===== src/rtl/bank_xlat.sv =====
module bank_xlat #(
  parameter int ADDR_W = 16,
  parameter int PAGE_W = 13,
  parameter int BANK_W = 8,
  parameter logic [15:0] DP_BASE = 16'h2000
) (
  input  logic                       clk,
  input  logic                       rst_n,
  input  logic [ADDR_W-1:0]          log_addr,
  input  logic [1:0]                 acc_kind,
  output logic [BANK_W+PAGE_W-1:0]   phys_addr,
  input  logic                       wr_en,
  input  logic [(1<<(ADDR_W-PAGE_W))-1:0] wr_mask,
  input  logic [BANK_W-1:0]          wr_data,
  input  logic                       rd_en,
  input  logic [(1<<(ADDR_W-PAGE_W))-1:0] rd_mask,
  output logic [BANK_W-1:0]          rd_data
);
  localparam int SEL_W = ADDR_W - PAGE_W;
  localparam int NREG  = 1 << SEL_W;
  localparam logic [ADDR_W-1:0] DP_LOG = ADDR_W'(DP_BASE);
  localparam logic [ADDR_W-1:0] SP_LOG = ADDR_W'(DP_BASE) + ADDR_W'(256);

  logic [BANK_W-1:0] bank_q [NREG];
  logic [ADDR_W-1:0] eff_addr;
  logic [BANK_W-1:0] rd_pick;

  always_comb begin
    case (acc_kind)
      2'b01:   eff_addr = DP_LOG | {{(ADDR_W-8){1'b0}}, log_addr[7:0]};
      2'b10:   eff_addr = SP_LOG | {{(ADDR_W-8){1'b0}}, log_addr[7:0]};
      default: eff_addr = log_addr;
    endcase
  end

  assign phys_addr = {bank_q[eff_addr[ADDR_W-1:PAGE_W]], eff_addr[PAGE_W-1:0]};

  always_comb begin
    rd_pick = rd_data;
    for (int i = 0; i < NREG; i++)
      if (rd_mask[i]) rd_pick = bank_q[i];
  end

  always_ff @(posedge clk) begin
    if (!rst_n) begin
      for (int i = 0; i < NREG; i++) bank_q[i] <= '0;
      rd_data <= '0;
    end else begin
      for (int i = 0; i < NREG; i++)
        if (wr_en && wr_mask[i]) bank_q[i] <= wr_data;
      if (rd_en) rd_data <= rd_pick;
    end
  end
endmodule



===== config.mk =====
export PLATFORM = sky130hd
export DESIGN_NAME = bank_xlat
export DESIGN_NICKNAME = d
export VERILOG_FILES = /design/src/rtl/bank_xlat.sv
export SDC_FILE = /design/constraint.sdc
export NUM_CORES = 1
export LEC_CHECK = 0
export BUFFER_PORTS_ARGS = -buffer_cell sky130_fd_sc_hd__buf_2
export CELL_PAD_IN_SITES_DETAIL_PLACEMENT = 1
export CELL_PAD_IN_SITES_GLOBAL_PLACEMENT = 2
export CORE_UTILIZATION = 36
export DETAILED_ROUTE_END_ITERATION = 16
export PLACE_DENSITY_LB_ADDON = 0.1
export SYNTH_ARGS = -nofsm -noshare
export SYNTH_HDL_FRONTEND = slang
export SYNTH_SLANG_ARGS = --single-unit

===== constraint.sdc =====
create_clock -name clk -period 4.29 [get_ports clk]
set_clock_uncertainty 0.2 [all_clocks]
set_input_delay 1.0725 -clock clk [delete_from_list [all_inputs] [get_ports clk]]
set_output_delay 1.0725 -clock clk [all_outputs]
set_load 0.02 [all_outputs]

* Word level (Yosys, flattened, before mapping)
Memory sizes are Yosys's and may differ from the RTL's. Index checks and enable logic that the tools add are counted.
Storage, ports and cells: bits in registers 8, bits in writable memories 64, bits of input ports 46, output and inout bits 29, memories kept 1
Operators by class: equal/unequal tests 2, multiplexer cells 42, bitwise gates (word level) 8, reduce and logical (&&, ||, !) cells 10
Memory list:
- bank_q | depth 8, width 8, read ports 9, clocked after Yosys merged registers in 0, wr ports 8, RTL line 24 | logic [BANK_W-1:0] bank_q [NREG];
Operators by type and width (count):
- two-way mux 8 bit | 16
- case mux 16 bit (2 select lines) | 1
- two-way mux 1 bit | 25
- logical AND 1 bit | 8
- OR 1 bit | 8
- nonzero test 8 bit | 1
- == test 2 x 1 -> 1 bit (second input constant) | 1
- == test 2 bit (second input constant) | 1
- AND reduction 2 bit | 1

* Longest topological paths before layout
depth after elaboration 8, mapped depth 7, mapped depth without buffers 5

* Worst setup path before layout
Ideal clock, no wire load.
path type input port to output port, start point input port acc_kind[0], end point output port phys_addr[13], arrival 2.595 ns, data required time 3.018 ns, path slack 0.422 ns, stages 7, path buffers 2, path through inv_1 > ha_1 > clkbuf_1 > nand2b_1 > buf_4 > mux4_2 > mux2_2
On the way: word-level cells in the longest chain between the ends 3, elaborated cells between the ends (all ways) 4, classes of those cells 2 x eq/ne; 1 x mux; 1 x memory
Ends and longest elaborated chain:
- from (decl) | RTL line 10 | input logic [1:0] acc_kind,
- == test 2 bit or == test 2 x 1 -> 1 bit (tied branches) | RTL line 29 | case (acc_kind)
- case mux 16 bit (2 select lines) (*) | RTL line 29
- memory read (8 x 8 bit) (*)
- to (decl) | RTL line 11 | output logic [BANK_W+PAGE_W-1:0] phys_addr,
Every way passes the cells marked *; elsewhere a longest branch is shown, timed or not.

* Final worst setup path
start point input port acc_kind[0], end point output port phys_addr[18]
The elaborated chain is that of the path after synthesis.

==> run metrics <==
Starting Density=0.369; Top delay family on crit path=multiplexers; sw power=0.459 mW; clk root buf=clkbuf_8; power share of the combinational group=0.169; Mean Syn Cell Area=approximately 12 um2; f_max=roughly 0.24 GHz; Hold Vio Cnt, Final=0; Final Wtd Congestion=between 0.8 and 0.9; reg2reg start=bank_q[1][0]$_SDFFCE_PN0P_; Max FO, Critical Path=8; reg2reg path depth=4; worst hold stages=2; Clock Sinks=72; Lkg Pwr=about 1.7 nW; crit path cell chain=buf_2 -> inv_1 -> ha_1 -> nand2b_1 -> buf_12 -> mux4_2 -> mux2_2 -> buf_2; placed cell count=492; port bufs=58; Crit path largest cell delay=approximately 490 ps; Worst-path clk slew=~70 ps; Setup CP Type=input pin to output port; R2R Setup Slk=between 2000 and 3000 ps; Syn. warnings=0; syn_nets=368; clk_lat worst skew=350 ps; Nets=414; clk buf depth=2; Worst Path Required=3020 ps; Hold Crit Start=rd_data[7]$_SDFFE_PN0P_; CP Buf/Inv Count=4; FFs w/ async S/R, synth=0; largest net degree at the start of global routing=23; nature of the critical path startpoint=input pin; DRC Markers=0; Post-Place Setup Slack=207 ps; Starting DRT DRC Count=116; switching portion of total power=0.276; Worst EP arrival=2810 ps; H-tree depth=3; post-route ant nets=0; Synth Instances=321; crit path time final=4080 ps; n_diodes=0; core area=10200 um2; run status=complete, no violations; CTS tree=done; vias in the first global route=2935; peak supply drop=138 uV; Post-synth EDFFs=64; global-route wire length before repair=16400 um; TritonCTS buffer count=9; Hold Path Class=register to register; Slew @ Worst Pin=660 ps; max_cap viols=0; area grow syn2layout=13.5%; register area share after synthesis=0.552; post-synthesis register bit count=72; internal cell power=1.21 mW; setup bufs post-CTS=0; relative slew slack=0.556; Clk pwr share=0.312; # setup viols final=0; fillcell total=1145; antenna violations before repair=0; DR pass1 iterations=4; Resized Gates After CTS=0; Distinct cells, synth=36; share of the synthesized area in the top cell type=0.509; Worst setup EP type=output port; max-slew violations=0; CP dominant cell by count=buf_2; RSZ-0062 raised after global routing=false; GRT overflow=0; Avg WL per Cell=20.8 um; ys flop type=edfxtp_1; Finished Cell Area=around 4300 um2; Final TNS setup=0 ps; final std cells w/o fill=508; Yosys top cell by area=edfxtp_1; top cells by area, synth=edfxtp_1, mux4_2, nor2_1, nand2_1, dfxtp_1; Seq pwr share=0.519; Final WS setup=208 ps; Storage cell area=2080 um2; slowest CP cell=mux4_2; Routed Wire Length=10600 um; post-DP HPWL=8120 um; Die W=104 um; Final Util=0.419; fraction of layout cells with a size suffix above 1=0.272; DR vias/cell=5.41; height of the die=104 um; CTS Hold Bufs=0; FF-to-FF End=rd_data[0]$_SDFFE_PN0P_; Final period util=0.951; worst hold endpoint=rd_data[7]$_SDFFE_PN0P_; Pwr Density=389 nW/um2; I/O pin total=75; GRT Total Usage=0.206; Vias=~2700; Rows=37; synthesized cell area=3770 um2; Cell Area, Placed=a little over 4000 um2; Die ar.=10900 um2; multi-input logic area=1470 um2
[worst max-delay path by stage]
stage,start,endpoint,slack [ps],cells past startpoint
after detailed placement,acc_kind[0],phys_addr[18],210,8
after CTS,acc_kind[0],phys_addr[19],190,8
after global placement,acc_kind[0],phys_addr[18],240,8
after global routing,acc_kind[0],phys_addr[13],120,8
final,acc_kind[0],phys_addr[18],210,8
after floorplan,acc_kind[0],phys_addr[13],420,7
[worst register-to-register path, delay by kind of cell (launching register included)]
family	cells	cell delay (ps)
DFF	1	350
AOI/OAI and AO/OA	3	910
muxes	1	100
[through the flow]
step	hold WS [ps]	power, mW
2_1_floorplan	348	1.06
3_3_place_gp	330	1.16
3_5_place_dp	344	1.16
4_1_cts	352	1.68
5_1_grt	377	1.73
6_report	345	1.66
[synth_stat cells (2+ instances only)]
library cell,number
o21a_1,2
buf_4,11
buf_2,4
dfxtp_1,8
nor2b_1,7
nand2_1,43
mux2_2,11
nand2b_1,3
a31oi_1,5
o221ai_1,4
clkbuf_1,7
a211oi_1,3
a2111oi_0,4
mux2i_1,8
mux4_2,16
edfxtp_1,64
a21oi_1,8
nor3b_1,4
o21ai_0,16
and2_1,4
nor2_1,51
o211ai_1,3
a221o_1,6
buf_6,2
inv_1,15
nand3b_1,2
[placed cells by master (no fill, tap or decap), types with 9 or more instances in the layout]
cell type  count
nand2_1       43
mux2_2        11
inv_1         15
clkbuf_8       9
mux4_2        16
o21ai_0       16
buf_2         58
edfxtp_1      64
nor2_1        51
[final cells by class]
type,instances,share of cell area
Sequential cell,72,0.486
Tap cell,136,0.0397
Timing Repair Buffer,60,0.0742
Clock buffer,11,0.0307
Clock inverter,5,0.0111
Multi-Input combinational cell,208,0.344
Inverter,16,0.0140
[routing by layer]
metal,global-route usage,part of all wire,vias to the layer above
met4,0.0643,0.017,0
met2,0.366,0.52,84
met3,0.0420,0.044,19
li1,-,-,1265
met1,0.248,0.42,1379
met5,0,0,-
[logic make-up (layout without fill, tap and decap cells)]
logic type	Yosys count	count (layout)	synth area share
simple gates	119	119	0.138
flops	72	72	0.552
compound gates	53	53	0.0998
buf+inv	41	92	0.0574
mux	35	35	0.150
fa+ha+maj	1	1	0.00332
[registers in the layout, indices dropped and copies added, names as in the netlist]
| signal | flops |
|---|---|
| bank_q | 64 |
| rd_data | 8 |
[power by group through the flow]
stage / sequential [mW] / combinational [mW] / clock (mW)
3_3_place_gp: 0.878 / 0.279 / 0
2_1_floorplan: 0.869 / 0.194 / 0
3_5_place_dp: 0.880 / 0.283 / 0
6_report: 0.864 / 0.281 / 0.520
5_1_grt: 0.870 / 0.306 / 0.552
4_1_cts: 0.865 / 0.285 / 0.526
Power figures use the tool's default switching activity.
